**config.mk**
```make
export PLATFORM = sky130hd
export DESIGN_NAME = miss_resize_ctrl
export DESIGN_NICKNAME = d
export VERILOG_FILES = /design/src/rtl/resize_pkg.sv /design/src/rtl/resize_trigger.sv /design/src/rtl/resize_width_ctrl.sv /design/src/rtl/resize_store_fsm.sv /design/src/rtl/miss_resize_ctrl.sv
export SDC_FILE = /design/constraint.sdc
export NUM_CORES = 1
export LEC_CHECK = 0
export ABC_AREA = 0
export BUFFER_PORTS_ARGS = -buffer_cell sky130_fd_sc_hd__buf_2
export CAP_MARGIN = 15
export CORE_AREA = 2 2 39 41
export DETAILED_ROUTE_END_ITERATION = 6
export DIE_AREA = 0 0 41 43
export GPL_ROUTABILITY_DRIVEN = 0
export HOLD_SLACK_MARGIN = 0.08
export MAX_ROUTING_LAYER = met4
export PLACE_DENSITY = 0.5
export SLEW_MARGIN = 0
export SYNTH_ARGS = -nofsm -noshare
export SYNTH_HDL_FRONTEND = slang
export SYNTH_HIERARCHICAL = 1
export SYNTH_SLANG_ARGS = --single-unit
```
**constraint.sdc**
```tcl
create_clock -name clk -period 1 [get_ports clk]
set_clock_uncertainty 0.1 [all_clocks]
set_input_delay 0.05 -clock clk [delete_from_list [all_inputs] [get_ports clk]]
set_output_delay 0.05 -clock clk [all_outputs]
set_load 0.01 [all_outputs]
```
**src/rtl/resize_pkg.sv**
```systemverilog
package resize_pkg;
  typedef enum logic [1:0] {
    ST_FULL  = 2'd0,
    ST_DRAIN = 2'd1,
    ST_HALF  = 2'd2
  } store_state_e;
endpackage

```
**src/rtl/resize_trigger.sv**
```systemverilog
module resize_trigger #(
  parameter int CNT_W     = 4,
  parameter int L1_THRESH = 3
) (
  input  logic             l2_miss_pend,
  input  logic [CNT_W-1:0] l1d_miss_cnt,
  output logic             width_trig,
  output logic             store_trig
);
  localparam logic [CNT_W-1:0] THRESH_V = CNT_W'(L1_THRESH);

  always_comb begin
    width_trig = l2_miss_pend;
    store_trig = l2_miss_pend || (l1d_miss_cnt >= THRESH_V);
  end
endmodule

```
**src/rtl/resize_width_ctrl.sv**
```systemverilog
module resize_width_ctrl #(
  parameter int FULL_WIDTH = 4,
  parameter int WIDTH_W    = 3
) (
  input  logic               clk,
  input  logic               rst_n,
  input  logic               shrink,
  output logic [WIDTH_W-1:0] issue_width,
  output logic [WIDTH_W-1:0] wakeup_width
);
  localparam logic [WIDTH_W-1:0] W_FULL = WIDTH_W'(FULL_WIDTH);
  localparam logic [WIDTH_W-1:0] W_HALF = WIDTH_W'(FULL_WIDTH / 2);

  logic half_q, half_d;

  always_comb half_d = shrink;

  always_ff @(posedge clk or negedge rst_n) begin
    if (!rst_n) half_q <= 1'b0;
    else        half_q <= half_d;
  end

  always_comb begin
    issue_width  = half_q ? W_HALF : W_FULL;
    wakeup_width = half_q ? W_HALF : W_FULL;
  end

  p_width_half_r2: assert property (@(posedge clk) disable iff (!rst_n)
    shrink |=> (issue_width == W_HALF && wakeup_width == W_HALF));
  p_width_full_r3: assert property (@(posedge clk) disable iff (!rst_n)
    !shrink |=> (issue_width == W_FULL && wakeup_width == W_FULL));
  p_width_legal_r10: assert property (@(posedge clk) disable iff (!rst_n)
    (issue_width == W_FULL || issue_width == W_HALF));
endmodule

```
**src/rtl/resize_store_fsm.sv**
```systemverilog
module resize_store_fsm
  import resize_pkg::*;
(
  input  logic clk,
  input  logic rst_n,
  input  logic shrink,
  input  logic upper_empty,
  output logic upper_en,
  output logic alloc_hold
);
  store_state_e st_q, st_d;

  always_comb begin
    st_d = st_q;
    unique case (st_q)
      ST_FULL:  if (shrink) st_d = ST_DRAIN;
      ST_DRAIN: if (!shrink) st_d = ST_FULL;
                else if (upper_empty) st_d = ST_HALF;
      ST_HALF:  if (!shrink) st_d = ST_FULL;
      default:  st_d = ST_FULL;
    endcase
  end

  always_ff @(posedge clk or negedge rst_n) begin
    if (!rst_n) st_q <= ST_FULL;
    else        st_q <= st_d;
  end

  always_comb begin
    upper_en   = (st_q != ST_HALF);
    alloc_hold = (st_q != ST_FULL);
  end

  p_hold_on_trig_r4: assert property (@(posedge clk) disable iff (!rst_n)
    shrink |=> alloc_hold);
  p_off_needs_empty_r5: assert property (@(posedge clk) disable iff (!rst_n)
    (upper_en && !(upper_empty && alloc_hold)) |=> upper_en);
  p_off_implies_hold_r6: assert property (@(posedge clk) disable iff (!rst_n)
    !upper_en |-> alloc_hold);
  p_restore_r7: assert property (@(posedge clk) disable iff (!rst_n)
    !shrink |=> (upper_en && !alloc_hold));
endmodule

```
**src/rtl/miss_resize_ctrl.sv**
```systemverilog
module miss_resize_ctrl #(
  parameter int FULL_WIDTH = 4,
  parameter int CNT_W      = 4,
  parameter int L1_THRESH  = 3,
  parameter int WIDTH_W    = $clog2(FULL_WIDTH + 1)
) (
  input  logic               clk,
  input  logic               rst_n,
  input  logic               l2_miss_pend,
  input  logic [CNT_W-1:0]   l1d_miss_cnt,
  input  logic               rob_upper_empty,
  input  logic               rf_upper_empty,
  output logic [WIDTH_W-1:0] issue_width,
  output logic [WIDTH_W-1:0] wakeup_width,
  output logic               rob_upper_en,
  output logic               rf_upper_en,
  output logic               rob_alloc_hold,
  output logic               rf_alloc_hold
);
  localparam int N_STORE = 2;  // index 0: reorder buffer, 1: register file

  logic               width_trig, store_trig;
  logic [N_STORE-1:0] empty_v, en_v, hold_v;

  resize_trigger #(.CNT_W(CNT_W), .L1_THRESH(L1_THRESH)) u_trig (
    .l2_miss_pend (l2_miss_pend),
    .l1d_miss_cnt (l1d_miss_cnt),
    .width_trig   (width_trig),
    .store_trig   (store_trig)
  );

  resize_width_ctrl #(.FULL_WIDTH(FULL_WIDTH), .WIDTH_W(WIDTH_W)) u_width (
    .clk          (clk),
    .rst_n        (rst_n),
    .shrink       (width_trig),
    .issue_width  (issue_width),
    .wakeup_width (wakeup_width)
  );

  assign empty_v = {rf_upper_empty, rob_upper_empty};

  for (genvar g = 0; g < N_STORE; g++) begin : g_store
    resize_store_fsm u_fsm (
      .clk         (clk),
      .rst_n       (rst_n),
      .shrink      (store_trig),
      .upper_empty (empty_v[g]),
      .upper_en    (en_v[g]),
      .alloc_hold  (hold_v[g])
    );
  end

  assign rob_upper_en   = en_v[0];
  assign rf_upper_en    = en_v[1];
  assign rob_alloc_hold = hold_v[0];
  assign rf_alloc_hold  = hold_v[1];

  p_quiet_no_resize_r8: assert property (@(posedge clk) disable iff (!rst_n)
    (!l2_miss_pend && l1d_miss_cnt < CNT_W'(L1_THRESH)) |=>
      (rob_upper_en && rf_upper_en && !rob_alloc_hold && !rf_alloc_hold));
endmodule

```
* Word-level counts from Yosys, hierarchy flattened
Cells that the tools add are included. W data, S select, Z words.
Operators by class: $lt $le $gt $ge 1, equal/unequal tests 12, multiplexer cells 9, reduce and logical (&&, ||, !) cells 7
Operators with widths (count):
- $mux W2 | 6
- $pmux W2 S3 | 2
- $ne A2 B2 Y1 const B | 5
- $ne A3 B3 Y1 const B | 2
- $reduce_and A3 Y1 | 2
- $eq A2 B1 Y1 const B | 2
- $eq A2 B2 Y1 const B | 2
- $ge A4 B2 Y1 const B | 1
- $logic_not A2 Y1 | 2
- $reduce_bool A2 Y1 | 2
- $mux W3 | 1
- $ne A2 B1 Y1 const B | 1
- $logic_or A1 B1 Y1 | 1
Storage, ports and cells: flip-flop bits (word level) 5, input bits 9, output and inout port bits 10, logic and storage cells 32

* Logic depth before layout (Yosys ltp)
Gate-level depths: netlist of the first run.
depth in word-level cells 4, mapped depth 3, gate-level depth less buffers 3

* Modules after synthesis
Netlist of the first run, hierarchy kept.
Modules (own cells, without submodules):
- resize_store_fsm | times used 2, cells an instance 9, area an instance 96.3 um^2, sequential area each 50.0 um^2
- resize_width_ctrl | times used 1, cells an instance 8, area an instance 70.1 um^2, sequential area each 25.0 um^2
- resize_trigger | times used 1, cells an instance 2, area an instance 18.8 um^2, sequential area each 0.0 um^2

* Least setup slack after synthesis of the first run
No wires, ideal clock.
path kind flip-flop to flip-flop, start register g_store[0].u_fsm.st_q[0], end register g_store[0].u_fsm.st_q[1], library setup time 80 ps, arrival 708 ps, required time 820 ps, setup slack 112 ps, stages on the path, launching flop included 3, buffers on the path 0, clock period less this slack 888 ps, cell sequence dfrtp_1 nand2b_2 o22ai_2
On the way: word-level cells in the longest chain between the ends 3, elaborated cells between the ends (all ways) 8, those cells by class 5 x eq/ne; 1 x mux; 2 x reduce/logical
Ends and longest elaborated chain:
- start, declared | RTL line resize_store_fsm.sv:11 | store_state_e st_q, st_d;
- start signal, assigned | RTL line resize_store_fsm.sv:26 | else st_q <= st_d;
- $eq A2 B1 Y1 (tied with other cells) | RTL line resize_store_fsm.sv:15 | unique case (st_q)
- $ne A3 B3 Y1 (no source line) (tied with other cells)
- $reduce_and A3 Y1 (no source line)
Parallel ways exist; a longest one is shown, timed or not. A chain may end at the register's enable or synchronous reset.

* Final worst setup path of the first run
start register g_store[0].u_fsm.st_q[1], end output rob_alloc_hold
On the way: word-level cells in the longest chain between the ends 1
Ends and longest elaborated chain:
- $reduce_bool A2 Y1 | RTL line resize_store_fsm.sv:31 | alloc_hold = (st_q != ST_FULL);
- end, declared | RTL line miss_resize_ctrl.sv:17 | output logic rob_alloc_hold,
No other way between the ends.

==> results of run 1 <==
layout make-up:
class	count	area (um^2)
fill	147	917
sequential	5	125
tap	16	20.0
clock buffer	4	26.3
inverter	3	11.3
multi-input combinational	15	106
timing repair buffer	24	178
cells by family (layout without fill, tap and decap cells):
family	count (synthesis)	in the layout
AND/OR/NAND/NOR	8	8
other	1	2
AO/OA/AOI/OAI	5	5
buffers and inverters	9	31
flip-flops	5	5
worst max-delay path, cell delays in order (launching register included):
cell,delay (ns)
sky130_fd_sc_hd__dfrtp_1,0.40
sky130_fd_sc_hd__or2_1,0.21
sky130_fd_sc_hd__buf_2,0.13
flip-flops by register name (all words and copies together) (netlist names):
name                flops
g_store.u_fsm/st_q      4
u_width/half_q          1
where the power goes:
part / switching (W) / leakage (nW) / total (W) / internal (W)
combinational: 0.000196 / 0.171 / 0.000502 / 0.000306
sequential: 0.0000562 / 0.0606 / 0.000336 / 0.000280
clock: 0.0000807 / 0.0150 / 0.000231 / 0.000151
total: 0.000333 / 0.247 / 0.00107 / 0.000736
timing repair:
item,4_1_cts,5_1_grt
resized for setup,1,5
endpoints found under the setup margin,4,6
hold buffers,5,0
buffers inserted,2,1
hold endpoints to repair,10,0
path summary, 6_finish.rpt:
| kind | startpoint | end | slack [ns] | depth (start not counted) |
|---|---|---|---|---|
| max | g_store[0].u_fsm/st_q[1] | rob_alloc_hold | -0.14 | 2 |
| min | l1d_miss_cnt[3] | g_store[0].u_fsm/st_q[1] | 0.16 | 4 |
| max reg2reg | g_store[1].u_fsm/st_q[0] | g_store[1].u_fsm/st_q[1] | 0.04 | 4 |
| min reg2reg | g_store[0].u_fsm/st_q[0] | g_store[0].u_fsm/st_q[0] | 0.45 | 2 |
| max in group asynchronous | rst_n | g_store[0].u_fsm/st_q[0] | 0.07 | 3 |
| min in group asynchronous | rst_n | g_store[0].u_fsm/st_q[1] | 0.60 | 3 |
layer usage:
layer / vias to the layer above / routed length (um) / GRT usage / part of all wire
met3: 0 / 51 / 0.0785 / 0.098
met2: 11 / 291 / 0.113 / 0.56
met5: - / 0 / - / 0
met4: 0 / 0 / 0 / 0
met1: 118 / 177 / 0.0752 / 0.34
li1: 127 / - / - / -
metrics by stage:
stage	hold slack [ns]	power [W]	setup TNS, ns	std cells	instance area, um^2
floorplan	-0.346	0.000582	0	29	285
global placement	-0.227	0.000692	-0.0354	55	340
detailed placement	-0.230	0.000693	-0.0490	55	340
CTS	0.159	0.00102	-0.465	66	438
global route	0.214	0.00115	-0.557	67	467
finish	0.155	0.00107	-0.421	67	467
placed cells by master, fill, tap and decap left out:
master | Yosys | layout
sky130_fd_sc_hd__buf_2 | 0 | 12
sky130_fd_sc_hd__dfrtp_1 | 5 | 5
sky130_fd_sc_hd__dlygate4sd3_1 | 0 | 5
sky130_fd_sc_hd__buf_6 | 0 | 4
sky130_fd_sc_hd__clkbuf_4 | 0 | 3
sky130_fd_sc_hd__buf_4 | 6 | 3
sky130_fd_sc_hd__or2_1 | 2 | 2
sky130_fd_sc_hd__nand2b_2 | 2 | 2
sky130_fd_sc_hd__nand2b_1 | 2 | 2
sky130_fd_sc_hd__a21oi_1 | 2 | 2
sky130_fd_sc_hd__inv_1 | 3 | 2
sky130_fd_sc_hd__o22ai_2 | 2 | 2
sky130_fd_sc_hd__conb_1 | 1 | 2
sky130_fd_sc_hd__clkbuf_1 | 0 | 1
sky130_fd_sc_hd__nand2_1 | 2 | 1
sky130_fd_sc_hd__nand2_2 | 0 | 1
sky130_fd_sc_hd__a2111o_1 | 1 | 1
sky130_fd_sc_hd__inv_2 | 0 | 1
==> metrics, run 1 <==
outcome finished with violations; violations in the final reports negative setup slack; initial standard-cell utilization of the core 0.203; largest family of logic cells by synthesized area buffers and inverters; flip-flop and latch count after synthesis 5; Final Setup Violations 4; first-pass GRT wire length 841 um; Remaining Overflow, GRT 0; count of different cell masters after synthesis 11; Clock Root Buffer sky130_fd_sc_hd__clkbuf_4; P&R area growth vs syn 65.8%; clock network latency to the later pin of the worst-skew pair 0.24 ns; Via Count 256; CTS sink cnt 5; category of the worst setup path launch point register; required time of the worst setup path 0.85 ns; fraction of final layout cells with drive strength greater than 1 0.549; Peak Freq 881 MHz; biggest fanout along the worst timing path 3; via count of the first global-routing pass 234; CP endpoint kind output pin; fraction of the core area covered by cells at the end of the flow 0.337; Die X-Extent 41 um; buffers from clock root to sink, at most 2; number of ports placed on the die boundary 19; total of max-cap violations 0; DRC violation count after routing 0; antenna-violating nets left 0; critical path class reg -> out; Final Hold Fails 0; Inserted Diodes 0; async set-or-reset flop fraction in the synthesized netlist 1.00; 1st-pass router iterations 2; max-slew violations 0; Avg Synthesized Cell Area 10.1 um^2; sequential fraction of the synthesis area 0.444; instance count of the mapped netlist 28; vertical die dimension 43 um; TritonCTS clock tree done; Cell Area, Synth 282 um^2; setup repair after global routing missed its margin true; Synth Area in Compound Gates 0.164; Post-synth EDFFs 0; dominant synthesized flop cell sky130_fd_sc_hd__dfrtp_1; yosys synthesis warning count 6; Detailed Route WL 520 um; count of buffers inserted at the top-level ports 16; core region area 1380 um^2; post-synthesis share of cell area spent on xor and xnor gates 0; share of the synthesized area in the top cell type 0.444; total global routing track utilization 0.0765; power density of the placed cells 2290 nW/um^2; Rows 14; minimum clock period after layout 1.14 ns; Num CTS Buffers 3; number of H-tree levels 1; Max rail drop VDD 838 uV; share of synthesized area spent on multiplexers 0; leakage power total 0.247 nW; clock transition time at the flip-flop clock pins of the worst setup and hold paths 0.05 ns; largest area contributor in the synthesized netlist sky130_fd_sc_hd__dfrtp_1; average detailed-routed wire length per instance 7.76 um; dominant cells by area after synthesis sky130_fd_sc_hd__dfrtp_1, sky130_fd_sc_hd__buf_4, sky130_fd_sc_hd__o22ai_2; Die Outline Area 1760 um^2; maximum number of pins on one net before global-route repair 6; WP data arrival 0.99 ns; dpl ws -0.0226 ns; class of the tightest hold or removal check in -> reg; most used standard cell by instance count after synthesis sky130_fd_sc_hd__buf_4; nets 61; top cell types by occurrence after synthesis sky130_fd_sc_hd__buf_4, sky130_fd_sc_hd__dfrtp_1, sky130_fd_sc_hd__inv_1; area fraction in and, or, nand and nor cells after synthesis 0.178; adder and majority gate portion of the synthesized area 0; initial antenna violation count 0; final clock period utilization by the worst path 1.14; DR vias/cell 3.82; least setup slack across all paths after layout -0.135 ns; initial drt markers 1
(Power assumes the default switching activity.)
==> run 2, diff against run 1 <==
==> constraint.sdc (replaced) <==
create_clock -name clk -period 1 [get_ports clk]
set_clock_uncertainty 0.1 [all_clocks]
set_input_delay 0.05 -clock clk [delete_from_list [all_inputs] [get_ports clk]]
set_output_delay 0.05 -clock clk [all_outputs]
set_load 0.05 [all_outputs]
==> run 2 against run 1 <==
Against the previous run:
- the flow still finishes with violations (negative setup slack)
- hold slack better by 0.038 ns
- largest power group unchanged
- sequential cell count stayed put
- final cell count is 4.5% higher
==> metrics, run 2 (same netlist as run 1, synthesis figures left out) <==
critical path class reg -> out; fraction of the core area covered by cells at the end of the flow 0.399; category of the worst setup path launch point register; leakage power total 0.284 nW; minimum clock period after layout 1.19 ns; final clock period utilization by the worst path 1.19; buffers from clock root to sink, at most 2; flip-flop count of the largest register after layout 4; via count of the first global-routing pass 237; least setup slack across all paths after layout -0.187 ns; CTS sink cnt 5; leading cell type in the layout, fill and taps excluded sky130_fd_sc_hd__buf_2; Die Outline Area 1760 um^2; first-pass GRT wire length 869 um; violations in the final reports negative setup slack; power density of the placed cells 2900 nW/um^2; DRC violation count after routing 0; WP data arrival 1.04 ns; Final Hold Fails 0; Detailed Route WL 646 um; fraction of final layout cells with drive strength greater than 1 0.630; vertical die dimension 43 um; Final Setup Violations 6; total of max-cap violations 0; Via Count 268; antenna-violating nets left 0; dpl ws -0.0400 ns; Regs by FF count g_store.u_fsm/st_q x4, u_width/half_q x1; average detailed-routed wire length per instance 9.23 um; total global routing track utilization 0.0825; Peak Freq 842 MHz; Die X-Extent 41 um; Max rail drop VDD 752 uV; initial drt markers 0; class of the tightest hold or removal check in -> reg; non-filler cells in the finished layout 70; DR vias/cell 3.83; TritonCTS clock tree done; count of buffers inserted at the top-level ports 16; Clock Root Buffer sky130_fd_sc_hd__clkbuf_4; number of ports placed on the die boundary 19; leading cell types in the layout, fill and taps excluded sky130_fd_sc_hd__buf_2, sky130_fd_sc_hd__buf_6, sky130_fd_sc_hd__buf_4, sky130_fd_sc_hd__dlygate4sd3_1, sky130_fd_sc_hd__dfrtp_1; Largest Register g_store.u_fsm/st_q; post-placement cell count 55; Inserted Diodes 0; Total Power Consumption 0.00160 W; Num CTS Buffers 3; CP endpoint kind output pin; clock transition time at the flip-flop clock pins of the worst setup and hold paths 0.04 ns; core region area 1380 um^2; nets 64; initial standard-cell utilization of the core 0.203; required time of the worst setup path 0.85 ns; clock network latency to the later pin of the worst-skew pair 0.24 ns; Remaining Overflow, GRT 0; max-slew violations 0; number of H-tree levels 1; outcome finished with violations; P&R area growth vs syn 96.0%; biggest fanout along the worst timing path 4; internal reg-to-reg setup slack 0.02 ns; setup repair after global routing missed its margin true; maximum number of pins on one net before global-route repair 6; 1st-pass router iterations 1; initial antenna violation count 0; placed wire-length estimate 423 um; Rows 14
[run 2: changes by cell type in the layout (fill, tap and decap cells not counted), sizes merged]
cell      delta
buf          +3
clkinvlp     +1
inv          -1
[run 2: cell type report]
cell class / count / area (um^2)
clock buffers: 4 / 26.3
fillers: 144 / 832
inverters: 3 / 15.0
multi-input cells: 15 / 128
flip-flops and latches: 5 / 126
well taps: 16 / 20.0
repair buffers: 27 / 236
[run 2: layer usage]
metal  global-route usage  vias to the layer above  wire, um
met3               0.0314                        0        25
met2                0.134                        8       427
met1               0.0615                      128       193
met4               0.0800                        0         0
li1                     -                      132         -
met5                    -                        -         0
[run 2: final timing paths]
| kind | from | endpoint | cells past startpoint |
|---|---|---|---|
| max reg2reg | g_store[0].u_fsm/st_q[0] | g_store[0].u_fsm/st_q[1] | 4 |
| min in group asynchronous | rst_n | g_store[1].u_fsm/st_q[1] | 3 |
| max in group asynchronous | rst_n | u_width/half_q | 3 |
| min | l1d_miss_cnt[3] | g_store[0].u_fsm/st_q[1] | 4 |
| min reg2reg | g_store[1].u_fsm/st_q[0] | g_store[1].u_fsm/st_q[0] | 1 |
| max | g_store[1].u_fsm/st_q[0] | rf_alloc_hold | 2 |
[run 2: worst max-delay path: stages (launching register included)]
cell and delay (ns):
sky130_fd_sc_hd__dfrtp_1 0.39, sky130_fd_sc_hd__or2_1 0.24, sky130_fd_sc_hd__buf_6 0.16
[run 2: what timing repair did]
item,CTS,global route
pin swaps,0,2
setup endpoints to repair,8,9
gates resized for setup,18,5
hold endpoints to repair,10,0
buffers inserted,3,3
hold buffers,5,0
[run 2: power breakdown]
group          leakage, nW  switching [W]  total (W)  internal, W
combinational        0.209       0.000532    0.00103     0.000499
sequential          0.0596      0.0000588   0.000340     0.000281
clock               0.0150      0.0000780   0.000229     0.000151
[run 2: through the flow]
step           setup TNS (ns)  hold WS (ns)  area (um^2)
2_1_floorplan         -0.0479        -0.346          303
3_3_place_gp          -0.0823        -0.227          354
3_5_place_dp           -0.111        -0.230          354
4_1_cts                -0.846         0.169          510
5_1_grt                -0.993         0.196          552
6_report               -0.704         0.194          552
==> run 3, diff against run 2 <==
--- a/config.mk
+++ b/config.mk
@@ -5,7 +5,7 @@
 export SDC_FILE = /design/constraint.sdc
 export NUM_CORES = 1
 export LEC_CHECK = 0
-export ABC_AREA = 0
+export ABC_AREA = 1
 export BUFFER_PORTS_ARGS = -buffer_cell sky130_fd_sc_hd__buf_2
 export CAP_MARGIN = 15
 export CORE_AREA = 2 2 39 41
@@ -14,7 +14,7 @@
 export GPL_ROUTABILITY_DRIVEN = 0
 export HOLD_SLACK_MARGIN = 0.08
 export MAX_ROUTING_LAYER = met4
-export PLACE_DENSITY = 0.5
+export PLACE_DENSITY = 0.51
 export SLEW_MARGIN = 0
 export SYNTH_ARGS = -nofsm -noshare
 export SYNTH_HDL_FRONTEND = slang
==> run 3 against run 2 <==
Against the previous run:
- the flow still finishes with violations (negative setup slack)
- critical path type unchanged
- highest routed layer unchanged
- synthesized cell count increased by 54%
- clock power about the same
- maximum frequency increased by 10%
- sequential cell count unchanged
- first-iteration DRC count increased by 7
- hold slack improved by 0.0063 ns
- critical path depth increased by 1
==> metrics, run 3 <==
sequential fraction of the synthesis area 0.426; Rows 14; Final Setup Violations 8; non-filler cells in the finished layout 85; post-synthesis share of cell area spent on xor and xnor gates 0; flip-flop and latch count after synthesis 5; clock transition time at the flip-flop clock pins of the worst setup and hold paths 0.04 ns; category of the worst setup path launch point register; DRC violation count after routing 0; Inserted Diodes 0; largest family of logic cells by synthesized area buffers and inverters; WP data arrival 0.93 ns; most used standard cell by instance count after synthesis sky130_fd_sc_hd__nand2_1; share of synthesized area spent on multiplexers 0; total of max-cap violations 0; standard cell area after detailed placement 357 um^2; Avg Synthesized Cell Area 6.84 um^2; initial antenna violation count 0; biggest fanout along the worst timing path 4; Detailed Route WL 628 um; adder and majority gate portion of the synthesized area 0; Synth Area in Compound Gates 0; critical hold path startpoint l1d_miss_cnt[3]; Cell Area, Synth 294 um^2; Die Outline Area 1760 um^2; total global routing track utilization 0.0921; dominant synthesized flop cell sky130_fd_sc_hd__dfrtp_1; count of different cell masters after synthesis 7; Post-synth EDFFs 0; async set-or-reset flop fraction in the synthesized netlist 1.00; placed wire-length estimate 399 um; buffers from clock root to sink, at most 2; share of the synthesized area in the top cell type 0.426; antenna-violating nets left 0; number of cells on the worst hold path 5; Die X-Extent 41 um; required time of the worst setup path 0.85 ns; Clock Root Buffer sky130_fd_sc_hd__clkbuf_4; first-pass GRT wire length 1.04 mm; register cell area after layout 125 um^2; number of H-tree levels 1; Peak Freq 927 MHz; class of the tightest hold or removal check in -> reg; Via Count 305; minimum clock period after layout 1.08 ns; core region area 1380 um^2; cells on worst reg2reg path 5; area taken by multi-input logic gates 103 um^2; max-slew violations 0; critical path class reg -> out; capture instance of the worst register-to-register path g_store[0].u_fsm/st_q[0]; area fraction in and, or, nand and nor cells after synthesis 0.281; Largest Register g_store.u_fsm/st_q; P&R area growth vs syn 80.4%; leading cell type in the layout, fill and taps excluded sky130_fd_sc_hd__buf_2; Num CTS Buffers 3; initial drt markers 7; nets 79; flip-flop count of the largest register after layout 4; Regs by FF count g_store.u_fsm/st_q x4, u_width/half_q x1; final clock period utilization by the worst path 1.08; average detailed-routed wire length per instance 7.39 um; TritonCTS clock tree done; setup repair after global routing missed its margin true; yosys synthesis warning count 6; DR vias/cell 3.59; power density of the placed cells 2880 nW/um^2; top cell types by occurrence after synthesis sky130_fd_sc_hd__nand2_1, sky130_fd_sc_hd__inv_1, sky130_fd_sc_hd__buf_4; initial standard-cell utilization of the core 0.212; dominant cells by area after synthesis sky130_fd_sc_hd__dfrtp_1, sky130_fd_sc_hd__nand2_1, sky130_fd_sc_hd__buf_4; count of buffers inserted at the top-level ports 16; leading cell types in the layout, fill and taps excluded sky130_fd_sc_hd__buf_2, sky130_fd_sc_hd__nand2_1, sky130_fd_sc_hd__buf_4; fraction of final layout cells with drive strength greater than 1 0.507; outcome finished with violations; post-placement cell count 70; leakage power total 0.313 nW; post-layout instance area 531 um^2; instance count of the mapped netlist 43; startpoint of the most critical register-to-register path g_store[0].u_fsm/st_q[1]; Worst Hold End g_store[0].u_fsm/st_q[0]; internal reg-to-reg setup slack -0.01 ns; Max rail drop VDD 1550 uV; CTS sink cnt 5; violations in the final reports negative setup slack; largest area contributor in the synthesized netlist sky130_fd_sc_hd__dfrtp_1; Final Hold Fails 0; via count of the first global-routing pass 280; least setup slack across all paths after layout -0.0790 ns; maximum number of pins on one net before global-route repair 7; number of ports placed on the die boundary 19; CP endpoint kind output pin; vertical die dimension 43 um; Remaining Overflow, GRT 0; worst hold-check slack 0.200 ns; total negative slack for setup checks -0.426 ns; number of filler instances in the final layout 156; clock network latency to the later pin of the worst-skew pair 0.24 ns; 1st-pass router iterations 2
[run 3: cell families after synthesis]
kind of cell           after synthesis
other                                1
DFF                                  5
and+or+nand+nor                     21
buffers and inverters               16
[run 3: layout make-up]
class,count,area share
tap,16,0.0377
sequential,5,0.236
inverter,10,0.0778
timing repair buffer,27,0.406
multi-input combinational,23,0.193
clock buffer,4,0.0495
[run 3: timing repair]
| item | in CTS | in global routing |
|---|---|---|
| buffers inserted | 5 | 1 |
| setup endpoints to repair | 8 | 9 |
| gates resized for setup | 13 | 10 |
| hold buffers | 5 | 0 |
| pin swaps | 2 | 1 |
| hold endpoints to repair | 10 | 0 |
[run 3: worst max-delay path: stages (launching register included)]
cell	delay (ns)
sky130_fd_sc_hd__dfrtp_1	0.42
sky130_fd_sc_hd__inv_2	0.08
sky130_fd_sc_hd__nand2_2	0.05
sky130_fd_sc_hd__buf_6	0.14
[run 3: worst max path at each step]
stage | startpoint | to | slack (ns) | depth (start not counted)
4_1_cts | g_store[0].u_fsm/st_q[1] | rob_alloc_hold | -0.08 | 3
5_1_grt | g_store[1].u_fsm/st_q[1] | rf_alloc_hold | -0.11 | 3
3_5_place_dp | g_store[0].u_fsm/st_q[1] | rob_alloc_hold | 0.11 | 3
6_report | g_store[0].u_fsm/st_q[1] | rob_alloc_hold | -0.08 | 3
2_1_floorplan | u_width/half_q | wakeup_width[2] | -0.05 | 2
3_3_place_gp | l1d_miss_cnt[2] | g_store[0].u_fsm/st_q[1] | 0.11 | 7
[run 3: report_power, final]
part | internal [W] | switching [W]
sequential | 0.000280 | 0.0000706
combinational | 0.000394 | 0.000554
clock | 0.000150 | 0.0000768
total | 0.000825 | 0.000702
[run 3: per-layer routing]
| metal | vias to the layer above | share of wire | global-route usage |
|---|---|---|---|
| met2 | 13 | 0.52 | 0.141 |
| met5 | - | 0 | - |
| li1 | 164 | - | - |
| met1 | 128 | 0.38 | 0.0951 |
| met4 | 0 | 0 | 0.0600 |
| met3 | 0 | 0.097 | 0.0314 |
[run 3: per-stage QoR]
stage	utilization	total power (W)	setup slack, ns
3_3_place_gp	0.258	0.000956	0.111
5_1_grt	0.383	0.00163	-0.109
2_1_floorplan	-	0.000844	-0.0479
4_1_cts	0.363	0.00146	-0.0830
3_5_place_dp	0.258	0.000953	0.105
6_report	0.383	0.00153	-0.0790
